--- config.mk ---
export PLATFORM = sky130hd
export DESIGN_NAME = clip_window_decoder
export DESIGN_NICKNAME = d
export VERILOG_FILES = /design/src/rtl/clipdec_pkg.sv /design/src/rtl/clipdec_axis_sel.sv /design/src/rtl/clipdec_field_chk.sv /design/src/rtl/clipdec_end_calc.sv /design/src/rtl/clipdec_axis_reg.sv /design/src/rtl/clip_window_decoder.sv
export SDC_FILE = /design/constraint.sdc
export NUM_CORES = 1
export LEC_CHECK = 0
export ABC_AREA = 0
export BUFFER_PORTS_ARGS = -buffer_cell sky130_fd_sc_hd__buf_2
export CORE_AREA = 2 2 132 96
export CTS_BUF_LIST = sky130_fd_sc_hd__clkbuf_16
export DETAILED_ROUTE_END_ITERATION = 12
export DIE_AREA = 0 0 134 98
export GPL_ROUTABILITY_DRIVEN = 0
export PLACE_DENSITY_LB_ADDON = 0.2
export SLEW_MARGIN = 20
export SYNTH_ARGS = -nofsm -noshare
export SYNTH_HDL_FRONTEND = slang
export SYNTH_SLANG_ARGS = --single-unit
--- constraint.sdc ---
create_clock -name clk -period 2.2 [get_ports clk]
set_input_delay 0.55 -clock clk [delete_from_list [all_inputs] [get_ports clk]]
set_output_delay 0.55 -clock clk [all_outputs]
set_load 0.05 [all_outputs]
--- src/rtl/clipdec_pkg.sv ---
package clipdec_pkg;

  // Index of each axis in the per-axis arrays
  localparam int AXIS_H = 0;
  localparam int AXIS_V = 1;
  localparam int N_AXES = 2;

  // Default geometry
  localparam int DEF_HALF_W = 16;
  localparam int DEF_END_W  = 18;
  localparam int DEF_OFS_W  = 12;

  // Outcome of one decoded cycle
  typedef enum logic [1:0] {
    OUT_IDLE   = 2'b00,
    OUT_ACCEPT = 2'b01,
    OUT_REFUSE = 2'b10
  } outcome_e;

endpackage

--- src/rtl/clipdec_axis_sel.sv ---
module clipdec_axis_sel #(
  parameter int                 OFS_W  = 12,
  parameter logic [OFS_W-1:0]   H_OFS  = 12'h2F8,
  parameter logic [OFS_W-1:0]   V_OFS  = 12'h2FC
) (
  input  logic                             valid,
  input  logic [OFS_W-1:0]                 offset,
  output logic [clipdec_pkg::N_AXES-1:0]   hit
);
  import clipdec_pkg::*;

  localparam logic [OFS_W-1:0] AXIS_OFS [N_AXES] = '{H_OFS, V_OFS};

  // One comparator per axis
  for (genvar a = 0; a < N_AXES; a++) begin : g_cmp
    assign hit[a] = valid && (offset == AXIS_OFS[a]);
  end

endmodule

--- src/rtl/clipdec_field_chk.sv ---
module clipdec_field_chk #(
  parameter int HALF_W = 16
) (
  input  logic [2*HALF_W-1:0] data,
  output logic [HALF_W-1:0]   start,
  output logic [HALF_W-1:0]   span,
  output logic                start_ok
);
  always_comb begin
    start    = data[HALF_W-1:0];
    span     = data[2*HALF_W-1:HALF_W];
    // A start coordinate with its top bit set is out of range
    start_ok = ~data[HALF_W-1];
  end
endmodule

--- src/rtl/clipdec_end_calc.sv ---
module clipdec_end_calc #(
  parameter int HALF_W = 16,
  parameter int END_W  = 18
) (
  input  logic [HALF_W-1:0] start,
  input  logic [HALF_W-1:0] span,
  output logic [END_W-1:0]  end_val
);
  localparam int PAD = END_W - HALF_W;

  logic [END_W-1:0] start_ext;
  logic [END_W-1:0] span_ext;

  if (PAD > 0) begin : g_wide
    // Zero-extend the start, sign-extend the span
    assign start_ext = {{PAD{1'b0}}, start};
    assign span_ext  = {{PAD{span[HALF_W-1]}}, span};
  end else begin : g_narrow
    assign start_ext = start[END_W-1:0];
    assign span_ext  = span[END_W-1:0];
  end

  // The END_W-bit adder drops the carry, which gives the wrap
  assign end_val = start_ext + span_ext;

endmodule

--- src/rtl/clipdec_axis_reg.sv ---
module clipdec_axis_reg #(
  parameter int HALF_W = 16,
  parameter int END_W  = 18
) (
  input  logic              clk,
  input  logic              rst_n,
  input  logic              load,
  input  logic [HALF_W-1:0] start,
  input  logic [END_W-1:0]  end_val,
  output logic [HALF_W-1:0] lo_q,
  output logic [END_W-1:0]  hi_q
);
  logic [HALF_W-1:0] lo_d;
  logic [END_W-1:0]  hi_d;

  always_comb begin
    lo_d = lo_q;
    hi_d = hi_q;
    if (load) begin
      lo_d = start;
      hi_d = end_val;
    end
  end

  always_ff @(posedge clk or negedge rst_n) begin
    if (!rst_n) begin
      lo_q <= '0;
      hi_q <= '0;
    end else if (load) begin
      lo_q <= lo_d;
      hi_q <= hi_d;
    end
  end
endmodule

--- src/rtl/clip_window_decoder.sv ---
module clip_window_decoder #(
  parameter int               HALF_W = clipdec_pkg::DEF_HALF_W,
  parameter int               END_W  = clipdec_pkg::DEF_END_W,
  parameter int               OFS_W  = clipdec_pkg::DEF_OFS_W,
  parameter logic [OFS_W-1:0] H_OFS  = 12'h2F8,
  parameter logic [OFS_W-1:0] V_OFS  = 12'h2FC
) (
  input  logic                clk,
  input  logic                rst_n,
  input  logic                mw_valid,
  input  logic [OFS_W-1:0]    mw_offset,
  input  logic [2*HALF_W-1:0] mw_data,
  output logic                mw_accept,
  output logic                mw_error,
  output logic [HALF_W-1:0]   clip_h_lo,
  output logic [END_W-1:0]    clip_h_hi,
  output logic [HALF_W-1:0]   clip_v_lo,
  output logic [END_W-1:0]    clip_v_hi
);
  import clipdec_pkg::*;

  // Reset: asserts at once, releases through two flops
  logic rst_meta_q, rst_sync_n;

  always_ff @(posedge clk or negedge rst_n) begin
    if (!rst_n) begin
      rst_meta_q <= 1'b0;
      rst_sync_n <= 1'b0;
    end else begin
      rst_meta_q <= 1'b1;
      rst_sync_n <= rst_meta_q;
    end
  end

  // Decode
  logic [N_AXES-1:0] hit;
  logic [HALF_W-1:0] start, span;
  logic              start_ok;
  logic [END_W-1:0]  end_val;

  clipdec_axis_sel #(
    .OFS_W(OFS_W), .H_OFS(H_OFS), .V_OFS(V_OFS)
  ) u_sel (
    .valid  (mw_valid),
    .offset (mw_offset),
    .hit    (hit)
  );

  clipdec_field_chk #(.HALF_W(HALF_W)) u_fld (
    .data     (mw_data),
    .start    (start),
    .span     (span),
    .start_ok (start_ok)
  );

  clipdec_end_calc #(.HALF_W(HALF_W), .END_W(END_W)) u_end (
    .start   (start),
    .span    (span),
    .end_val (end_val)
  );

  // Per-axis register pairs
  logic [N_AXES-1:0] load;
  logic [HALF_W-1:0] lo_q [N_AXES];
  logic [END_W-1:0]  hi_q [N_AXES];

  for (genvar a = 0; a < N_AXES; a++) begin : g_axis
    assign load[a] = hit[a] & start_ok;

    clipdec_axis_reg #(.HALF_W(HALF_W), .END_W(END_W)) u_reg (
      .clk     (clk),
      .rst_n   (rst_sync_n),
      .load    (load[a]),
      .start   (start),
      .end_val (end_val),
      .lo_q    (lo_q[a]),
      .hi_q    (hi_q[a])
    );
  end

  assign clip_h_lo = lo_q[AXIS_H];
  assign clip_h_hi = hi_q[AXIS_H];
  assign clip_v_lo = lo_q[AXIS_V];
  assign clip_v_hi = hi_q[AXIS_V];

  // Outcome pulses
  outcome_e out_d, out_q;

  always_comb begin
    out_d = OUT_IDLE;
    if (|hit) out_d = start_ok ? OUT_ACCEPT : OUT_REFUSE;
  end

  always_ff @(posedge clk or negedge rst_sync_n) begin
    if (!rst_sync_n) out_q <= OUT_IDLE;
    else             out_q <= out_d;
  end

  assign mw_accept = (out_q == OUT_ACCEPT);
  assign mw_error  = (out_q == OUT_REFUSE);

endmodule

==> key figures, run 1 <==
Routing
  – Via density: 4.47
  – First drt pass iteration count: 4
  – Final WL: 9510 um
  – Wirelength per Cell: 14.1 um
  – Number of routed nets with antenna violations: 0
  – Vias: 3,005
  – Number of DRC markers in iteration 0: 147
  – Post-route DRC: 0

Timing
  – Final setup viols: 0
  – Fmax: 479 MHz
  – Worst Skew: 0.00425 ns
  – Final Cycle Share: 94.9%
  – Period minus WS final: 2.09 ns
  – Final count of pins violating max slew: 0
  – Final hold violation count: 0
  – Setup ws final: 0.112 ns
  – Max_slew headroom: 39.8%
  – Tightest Pin Transition: 0.903 ns
  – WHS: 0.359 ns

Logic synthesis
  – Post-synthesis cell count: 347
  – Mapped Nets: 412
  – Synth async-reset ratio: 100%
  – Post-synth top area cell: dfrtp_1
  – Top post-synthesis cells by count: nand2_1, dfrtp_1, o21ai_0
  – Yosys reg bits: 72
  – Most common cell in the netlist: nand2_1
  – Unique masters post-synth: 41
  – EDFF count, synth: 0
  – Synth warn: 0
  – Synth area leaders: dfrtp_1, nand2_1, mux2_2, ha_1, o21ai_0
  – Sequential element share of the synthesized area: 51.8%
  – Syn Std Cell Area: 0.00348 mm2
  – Top-area cell type share of the netlist area: 51.8%
  – Predominant post-synthesis flop cell: dfrtp_1
  – Avg Cell Area, Syn: 10.0 um2

Worst setup path
  – Worst path arrival time: 2.32 ns
  – Worst EP required: 2.43 ns
  – Worst-path maximum fanout: 4
  – Critical path capture point type: register
  – Kind of critical path: input pin to register
  – CP Launch Type: input pin

CTS
  – Worst-case clock buffer depth: 2
  – Reg clk slew, reported paths: 0.06 ns
  – CTS HTree Levels: 3
  – Cts bufs inserted: 9
  – Root Driver: clkbuf_16
  – TritonCTS Sinks: 72
  – TritonCTS clock tree: built
  – Clock Latency Late Sink: 0.33 ns

Die
  – Num rows: 34
  – Die Ht: 98 um
  – Core box area: 0.0120 mm2
  – DIE AREA: 0.0131 mm2
  – Initial core utilization: 29.1%
  – Die width: 134 um
  – I/O Pins: 117

Placed design
  – Setup WS pre-CTS: -0.401 ns
  – Area after DPL: 0.00455 mm2
  – DP Wirelength: 7300 um
  – Port Buffer Count: 116
  – Cells after DPL: 655

Final layout
  – Area occupied by multi-input gates: 0.00165 mm2
  – Syn-to-layout area delta: 40.5%
  – Nets: 571
  – Final Non-Filler Cells: 673
  – Fillers: 1,228
  – Diodes inserted: 0
  – Final Util: 40.9%
  – Final Instance Area: 0.00489 mm2
  – Register area: 0.00181 mm2
  – Share of cells above drive strength 1: 41.3%

GRT
  – Pin count of the biggest net entering global routing: 69
  – All-Layer GR Usage: 15.3%
  – Vias in the first global route: 3,035
  – Initial antenna violation count: 0
  – First-pass GRT wire length: 15,700 um
  – Congestion Overflow GR: 0

Power and ir drop
  – Max VDD drop: 0.337 mV
  – Cell Pwr Density: 628 mW/mm2
  – Leakage power: 0.00272 uW

Min path
  – Worst hold path class: register to register

Flow run
  – Max-cap check violation count: 0

Status
  – Outcome: complete, no violations
==> worst max-delay path: stages <==
cell and delay [ns]:
buf_2 0.13, ha_1 0.25, buf_4 0.15, nor2_1 0.19, a21oi_4 0.08, o211ai_1 0.34, a21oi_2 0.14, buf_4 0.14
o21a_1 0.15, o31ai_1 0.19
==> final cells by class <==
type                       instances  share of cell area [%]
tap                              162                    4.14
multi-input combinational        252                    33.7
sequential                        72                    36.9
inverter                           9                   0.691
clock buffer                       9                    4.60
clock inverter                     7                   0.691
timing repair buffer             162                    19.2
==> metrics by stage <==
step / power, uW / setup TNS [ns]
floorplan: 1580 / 0
global placement: 1790 / -4.11
detailed placement: 1790 / -5.13
CTS: 3100 / 0
global route: 3230 / -0.00541
finish: 3070 / 0
==> cell usage in the layout, fill, tap and decap left out, types with 2 or more instances in the layout <==
cell       count
a21boi_0       2
a21o_1         2
a21oi_1       13
a21oi_2        4
and2_1         4
buf_2        116
buf_4         44
clkbuf_16      9
clkinv_2       3
dfrtp_1       71
ha_1          15
ha_4           2
inv_1         12
mux2_2        21
mux2i_1        2
nand2_1       85
nand2b_1       3
nand3_1        8
nand4_1        2
nor2_1        11
nor2b_1        3
nor3_1         2
o211ai_1       4
o21ai_0       31
or3_1          3
xnor2_1        5
xor2_1         9
==> cell families after synthesis <==
logic type,share of synthesized area [%]
AND/OR/NAND/NOR,16.7
flip-flops,51.8
AO/OA/AOI/OAI,11.0
multiplexers,7.37
buffers and inverters,2.88
adder cells (fa/ha/maj),6.69
XOR/XNOR,3.52
other,0.108
==> flip-flops by register name, indices dropped and copies added, names as in the netlist <==
register           cells
rst_sync_n             1
g_axis.u_reg.hi_q     36
rst_meta_q             1
out_q                  2
g_axis.u_reg.lo_q     32
==> timing repair <==
item | in CTS | in global routing
setup endpoints to repair | 3 | 13
hold buffers | 1 | 0
hold endpoints to repair | 2 | 0
setup buffers | 0 | 1
gates resized for setup | 3 | 9
pin swaps | 0 | 5
==> report_power, final <==
group	internal [uW]	switching (uW)	total [uW]
Sequential	1330	26.1	1360
Clock	744	540	1280
Combinational	207	224	431
Total	2280	790	3070
==> layer usage <==
metal  vias to the layer above  wire, um  track usage [%]  part of all wire, %
li1                       1499         -                -                    -
met4                         0        83             3.44                 0.87
met2                        83      3990             23.2                   42
met3                         8       606             5.04                  6.4
met5                         -         0                0                    0
met1                      1415      4830             21.4                   51
==> path summary, 6_finish.rpt <==
| path | startpoint | depth (start not counted) | end | slack [ns] |
|---|---|---|---|---|
| max | mw_data[2] | 10 | g_axis[1].u_reg.hi_q[14] | 0.11 |
| min | rst_meta_q | 0 | rst_sync_n | 0.36 |
| max reg2reg | rst_sync_n | 1 | g_axis[0].u_reg.lo_q[3] | 1.14 |
| min reg2reg | rst_meta_q | 0 | rst_sync_n | 0.36 |
| max in group asynchronous | rst_sync_n | 1 | g_axis[0].u_reg.lo_q[3] | 1.14 |
| min in group asynchronous | rst_sync_n | 0 | g_axis[0].u_reg.hi_q[13] | 0.47 |
No activity file was read; power rests on OpenSTA's default activity.
==> run 2: changes to the inputs <==
--- a/config.mk
+++ b/config.mk
@@ -12,7 +12,8 @@
 export DETAILED_ROUTE_END_ITERATION = 12
 export DIE_AREA = 0 0 134 98
 export GPL_ROUTABILITY_DRIVEN = 0
-export PLACE_DENSITY_LB_ADDON = 0.2
+export PLACE_DENSITY_LB_ADDON = 0.25
+export SKIP_CTS_REPAIR_TIMING = 1
 export SLEW_MARGIN = 20
 export SYNTH_ARGS = -nofsm -noshare
 export SYNTH_HDL_FRONTEND = slang
==> run 2 against run 1 <==
Effect of this change:
- setup slack better by 0.047 ns
- critical path type unchanged
- largest power group is now the clock network
- clock skew is 0.0019 ns lower
- highest routed layer unchanged
- clock power is 32% higher
==> key figures, run 2 (synthesis results as in run 1) <==
Routing
  – Wirelength per Cell: 14.2 um (was 14.1 um)
  – First drt pass iteration count: 4 (unchanged)
  – Via density: 4.48 (was 4.47)
  – Final WL: 9500 um (was 9510 um)
  – Number of DRC markers in iteration 0: 133 (was 147)
  – Post-route DRC: 0 (unchanged)
  – Vias: 2,996 (was 3,005)
  – Number of routed nets with antenna violations: 0 (unchanged)

Timing
  – Tightest Pin Transition: 0.922 ns (was 0.903 ns)
  – Period minus WS final: 2.04 ns (was 2.09 ns)
  – Final hold violation count: 0 (unchanged)
  – WHS: 0.352 ns (was 0.359 ns)
  – Final count of pins violating max slew: 0 (unchanged)
  – Max_slew headroom: 38.5% (was 39.8%)
  – Final setup viols: 0 (unchanged)
  – Worst Skew: 0.00230 ns (was 0.00425 ns)
  – Fin Setup TNS: 0 ns (unchanged)
  – Fmax: 490 MHz (was 479 MHz)
  – Setup ws final: 0.159 ns (was 0.112 ns)
  – RSZ-0062 raised after global routing: false
  – Final Cycle Share: 92.8% (was 94.9%)

CTS
  – Cts bufs inserted: 9 (unchanged)
  – Reg clk slew, reported paths: 0.06 ns (about the same)
  – TritonCTS clock tree: built (unchanged)
  – Clock Latency Late Sink: 0.33 ns (about the same)
  – Worst-case clock buffer depth: 2 (unchanged)
  – Root Driver: clkbuf_16 (unchanged)
  – TritonCTS Sinks: 72 (unchanged)
  – CTS HTree Levels: 3 (unchanged)

Placed design
  – Setup WS pre-CTS: -0.327 ns (was -0.401 ns)
  – Area after DPL: 0.00452 mm2 (was 0.00455 mm2)
  – Port Buffer Count: 116 (unchanged)
  – DP Wirelength: 7250 um (was 7300 um)

Die
  – DIE AREA: 0.0131 mm2 (unchanged)
  – Initial core utilization: 29.1% (unchanged)
  – Die Ht: 98 um (unchanged)
  – Die width: 134 um (unchanged)
  – Num rows: 34 (unchanged)
  – I/O Pins: 117 (unchanged)
  – Core box area: 0.0120 mm2 (unchanged)

Final layout
  – Diodes inserted: 0 (unchanged)
  – Share of cells above drive strength 1: 40.8% (was 41.3%)
  – Largest register FFs: 36 (unchanged)
  – Syn-to-layout area delta: 41.6% (was 40.5%)
  – Most common cell after layout, fill and taps aside: buf_2 (unchanged)
  – Top Registers: g_axis.u_reg.hi_q: 36 flops, g_axis.u_reg.lo_q: 32 flops, out_q: 2 flops (unchanged)
  – Commonest cells after routing, fill and taps aside: buf_2, nand2_1, dfrtp_1 (unchanged)
  – Final Instance Area: 0.00493 mm2 (was 0.00489 mm2)
  – Nets: 567 (was 571)
  – Most flops, register: g_axis.u_reg.hi_q (unchanged)

Worst setup path
  – Crit-path cells: buf_2, ha_4, inv_1, fa_1, nand2b_4, a21oi_4, o211ai_1, a21oi_2, nor3_1, o31ai_1 (was buf_2, ha_1, buf_4, nor2_1, a21oi_4, o211ai_1, a21oi_2, buf_4, o21a_1, o31ai_1)
  – Bufs and invs on worst path: 2 (was 3)
  – Kind of critical path: input pin to register (unchanged)
  – Worst path arrival time: 2.28 ns (was 2.32 ns)
  – CP max stage cell: fa_1 (was o211ai_1)
  – CP Launch Type: input pin (unchanged)
  – R2R Setup Slk: 1.14 ns (about the same)
  – Worst EP required: 2.44 ns (was 2.43 ns)
  – Critical path's largest stage delay: 0.39 ns (was 0.34 ns)
  – CP top delay family: compound AO/OA/AOI/OAI gates (unchanged)
  – Critical path capture point type: register (unchanged)
  – Worst-path maximum fanout: 4 (unchanged)

GRT
  – Pin count of the biggest net entering global routing: 71 (was 69)
  – Initial antenna violation count: 0 (unchanged)
  – All-Layer GR Usage: 14.9% (was 15.3%)
  – Congestion Overflow GR: 0 (unchanged)
  – Vias in the first global route: 2,913 (was 3,035)
  – First-pass GRT wire length: 15,200 um (was 15,700 um)

Power and ir drop
  – Leakage power: 0.00271 uW (was 0.00272 uW)
  – Clk pwr share: 48.6% (was 41.8%)
  – Max VDD drop: 0.392 mV (was 0.337 mV)
  – Switching pwr: 827 uW (was 790 uW)
  – Internal Power: 2640 uW (was 2280 uW)
  – Cell Pwr Density: 704 mW/mm2 (was 628 mW/mm2)
  – Combinational Power Share: 12.3% (was 14.0%)
  – Part of the power in registers: 39.1% (was 44.2%)
  – Sw frac: 23.8% (was 25.7%)

Flow run
  – Max-cap check violation count: 0 (unchanged)

Min path
  – Worst hold path class: register to register (unchanged)

Status
  – Outcome: complete, no violations (unchanged)
run 2: cell type report:
cell class	count	area, um2
multi-input cells	252	1630
flip-flops and latches	72	1810
clock inverters	7	119
fillers	1221	7030
inverters	9	33.8
repair buffers	158	911
well taps	162	203
clock buffers	9	225
run 2: stage by stage:
stage	util [%]	std cells	total power [uW]
2_1_floorplan	-	347	1580
3_3_place_gp	37.8	651	1790
3_5_place_dp	37.8	651	1790
4_1_cts	40.7	667	3520
5_1_grt	41.2	669	3630
6_report	41.2	669	3470
run 2: metal layers:
metal,GRT usage (%),share of wire [%],vias up
met4,4.42,1.1,0
met5,0,0,-
met2,22.0,43,80
met1,21.3,50,1417
li1,-,-,1490
met3,4.26,5.9,9
run 2: worst paths after layout:
check | start | cells past startpoint | end
hold / removal | rst_meta_q | 0 | rst_sync_n
setup reg to reg | rst_sync_n | 0 | g_axis[0].u_reg.hi_q[5]
max in group asynchronous | rst_sync_n | 0 | g_axis[0].u_reg.hi_q[5]
setup / recovery | mw_data[0] | 10 | g_axis[1].u_reg.hi_q[14]
hold reg to reg | rst_meta_q | 0 | rst_sync_n
min in group asynchronous | rst_sync_n | 0 | out_q[1]
run 2: power groups by stage:
stage	clock [uW]	sequential (uW)	combinational, uW
after floorplan	0	1380	196
after global placement	0	1380	406
after detailed placement	0	1380	408
after CTS	1750	1360	411
after global routing	1790	1360	474
final	1690	1360	426
==> run 3: changes to the inputs <==
--- a/config.mk
+++ b/config.mk
@@ -7,10 +7,10 @@
 export LEC_CHECK = 0
 export ABC_AREA = 0
 export BUFFER_PORTS_ARGS = -buffer_cell sky130_fd_sc_hd__buf_2
-export CORE_AREA = 2 2 132 96
+export CORE_AREA = 2 2 109 79
 export CTS_BUF_LIST = sky130_fd_sc_hd__clkbuf_16
 export DETAILED_ROUTE_END_ITERATION = 12
-export DIE_AREA = 0 0 134 98
+export DIE_AREA = 0 0 111 81
 export GPL_ROUTABILITY_DRIVEN = 0
 export PLACE_DENSITY_LB_ADDON = 0.25
 export SKIP_CTS_REPAIR_TIMING = 1
==> constraint.sdc (replaced) <==
create_clock -name clk -period 2.2 [get_ports clk]
set_input_delay 0.11 -clock clk [delete_from_list [all_inputs] [get_ports clk]]
set_output_delay 0.11 -clock clk [all_outputs]
set_load 0.05 [all_outputs]
==> run 3 against run 2 <==
Effect of this change:
- sequential share of layout area increased by 3.4 points
- register-to-register slack improved by 0.07 ns
- largest power group unchanged
- largest cell class unchanged
- cell area shrank 8.5%
- setup slack improved by 0.21 ns
- utilization rose by 14 points
- sequential power about the same
- die area decreased by 32%
==> key figures, run 3 (synthesis results as in run 1) <==
Timing
  – RSZ-0062 raised after global routing: false (unchanged)
  – Final count of pins violating max slew: 0 (unchanged)
  – Tightest Pin Transition: 0.748 ns (was 0.922 ns)
  – Final setup viols: 0 (unchanged)
  – Fmax: 547 MHz (was 490 MHz)
  – Max_slew headroom: 50.1% (was 38.5%)
  – Final hold violation count: 0 (unchanged)
  – Fin Setup TNS: 0 ns (unchanged)
  – Worst Skew: 0.00321 ns (was 0.00230 ns)
  – Final Cycle Share: 83.1% (was 92.8%)
  – Period minus WS final: 1.83 ns (was 2.04 ns)

Power and ir drop
  – Clk pwr share: 45.5% (was 48.6%)
  – Part of the power in registers: 43.3% (was 39.1%)
  – Leakage power: 0.00253 uW (was 0.00271 uW)
  – Combinational Power Share: 11.2% (was 12.3%)
  – Cell Pwr Density: 689 mW/mm2 (was 704 mW/mm2)
  – Switching pwr: 769 uW (was 827 uW)
  – Sw frac: 24.8% (was 23.8%)
  – Internal Power: 2340 uW (was 2640 uW)
  – Max VDD drop: 0.402 mV (was 0.392 mV)

Status
  – Outcome: complete, no violations (unchanged)

Die
  – Die Ht: 81 um (was 98 um)
  – Core box area: 0.00809 mm2 (was 0.0120 mm2)
  – I/O Pins: 117 (unchanged)
  – Num rows: 28 (was 34)
  – DIE AREA: 0.00899 mm2 (was 0.0131 mm2)
  – Die width: 111 um (was 134 um)
  – Initial core utilization: 43.0% (was 29.1%)

Worst setup path
  – Worst path arrival time: 2.06 ns (was 2.28 ns)
  – Worst EP required: 2.43 ns (was 2.44 ns)
  – Kind of critical path: input pin to register (unchanged)
  – Worst-path maximum fanout: 4 (unchanged)
  – Reg-to-reg startpoint: rst_sync_n (unchanged)
  – Reg2reg path depth: 1 (was 0)
  – Reg2reg end: g_axis[0].u_reg.lo_q[4] (was g_axis[0].u_reg.hi_q[5])
  – R2R Setup Slk: 1.21 ns (was 1.14 ns)
  – Critical path capture point type: register (unchanged)
  – CP Launch Type: input pin (unchanged)

CTS
  – Worst-case clock buffer depth: 2 (unchanged)
  – TritonCTS clock tree: built (unchanged)
  – Reg clk slew, reported paths: 0.06 ns (about the same)
  – Root Driver: clkbuf_16 (unchanged)
  – CTS HTree Levels: 3 (unchanged)
  – TritonCTS Sinks: 72 (unchanged)
  – Clock Latency Late Sink: 0.33 ns (about the same)
  – Cts bufs inserted: 9 (unchanged)

Flow run
  – Max-cap check violation count: 0 (unchanged)

Final layout
  – Fillers: 766 (was 1,221)
  – Diodes inserted: 0 (unchanged)
  – Top Registers: g_axis.u_reg.hi_q: 36 flops, g_axis.u_reg.lo_q: 32 flops, out_q: 2 flops (unchanged)
  – Largest register FFs: 36 (unchanged)
  – Final Non-Filler Cells: 578 (was 669)
  – Nets: 533 (was 567)
  – Area occupied by multi-input gates: 0.00158 mm2 (was 0.00163 mm2)
  – Most flops, register: g_axis.u_reg.hi_q (unchanged)
  – Share of cells above drive strength 1: 34.5% (was 40.8%)
  – Most common cell after layout, fill and taps aside: buf_2 (unchanged)
  – Register area: 0.00180 mm2 (was 0.00181 mm2)
  – Syn-to-layout area delta: 29.5% (was 41.6%)
  – Commonest cells after routing, fill and taps aside: buf_2, nand2_1, dfrtp_1 (unchanged)

Min path
  – Hold path depth: 3 (was 0)
  – Hold Path End: g_axis[0].u_reg.lo_q[13] (was rst_sync_n)
  – Worst hold path class: input pin to register (was register to register)
  – Hold Path Origin: mw_data[13] (was rst_meta_q)

GRT
  – First-pass GRT wire length: 13,900 um (was 15,200 um)
  – Congestion Overflow GR: 0 (unchanged)
  – All-Layer GR Usage: 19.7% (was 14.9%)
  – Pin count of the biggest net entering global routing: 50 (was 71)
  – Initial antenna violation count: 0 (unchanged)
  – Vias in the first global route: 2,788 (was 2,913)

Routing
  – Wirelength per Cell: 14.6 um (was 14.2 um)
  – Number of routed nets with antenna violations: 0 (unchanged)
  – Vias: 2,866 (was 2,996)
  – Via density: 4.96 (was 4.48)
  – Final WL: 8450 um (was 9500 um)
  – Number of DRC markers in iteration 0: 144 (was 133)
  – Post-route DRC: 0 (unchanged)
  – First drt pass iteration count: 4 (unchanged)

Placed design
  – DP Wirelength: 6390 um (was 7250 um)
  – Port Buffer Count: 116 (unchanged)
  – Cells after DPL: 561 (was 651)
run 3: cell count changes in the layout (fill, tap and decap cells not counted), sizes merged:
cell      change
clkinv        +2
buf          -34
clkinvlp      -1
bufinv        -2
inv           +1
run 3: per-layer routing:
metal	vias up	global-route usage [%]	share of wire [%]
met4	0	5.25	0.95
li1	1427	-	-
met3	8	6.79	7.5
met5	-	0	0
met2	89	30.3	43
met1	1342	26.9	49
run 3: power by group through the flow:
stage | logic (uW) | clock network (uW) | registers (uW)
5_1_grt | 392 | 1510 | 1350
2_1_floorplan | 196 | 0 | 1380
6_report | 348 | 1410 | 1340
3_3_place_gp | 341 | 0 | 1370
4_1_cts | 348 | 1440 | 1340
3_5_place_dp | 346 | 0 | 1370
run 3: how the worst max path moves through the flow:
stage / cells after the start / endpoint / slack (ns) / start
2_1_floorplan: 0 / g_axis[0].u_reg.hi_q[0] / 0.05 / rst_sync_n
3_3_place_gp: 10 / g_axis[0].u_reg.hi_q[16] / 0.12 / mw_data[0]
3_5_place_dp: 10 / g_axis[1].u_reg.hi_q[14] / 0.05 / mw_data[0]
4_1_cts: 10 / g_axis[1].u_reg.hi_q[14] / 0.38 / mw_data[0]
5_1_grt: 10 / g_axis[1].u_reg.hi_q[14] / 0.20 / mw_data[0]
6_report: 10 / g_axis[1].u_reg.hi_q[14] / 0.37 / mw_data[0]
run 3: through the flow:
| step | setup slack (ns) | cell area [um2] | hold WS [ns] | util, % | power [uW] |
|---|---|---|---|---|---|
| after global placement | 0.123 | 4210 | -0.103 | 52.0 | 1710 |
| after global routing | 0.198 | 4510 | 0.0156 | 55.7 | 3240 |
| after CTS | 0.376 | 4500 | -0.452 | 55.6 | 3130 |
| after floorplan | 0.0465 | 3480 | -0.186 | - | 1580 |
| after detailed placement | 0.0519 | 4210 | -0.100 | 52.0 | 1710 |
| final | 0.372 | 4510 | 0.0162 | 55.7 | 3110 |
run 3: cell type report:
| cell class | instances | area share, % |
|---|---|---|
| timing repair buffer | 124 | 14.8 |
| clock inverter | 7 | 1.39 |
| inverter | 9 | 0.749 |
| clock buffer | 9 | 5.00 |
| sequential | 72 | 40.0 |
| tap | 105 | 2.91 |
| multi-input combinational | 252 | 35.1 |
run 3: worst max-delay path, stage by stage:
cell	delay, ns
buf_2	0.11
ha_1	0.22
inv_1	0.07
fa_1	0.39
nand2b_1	0.17
a21oi_1	0.23
o211ai_1	0.19
a21oi_1	0.27
nor3_1	0.08
o31ai_1	0.22
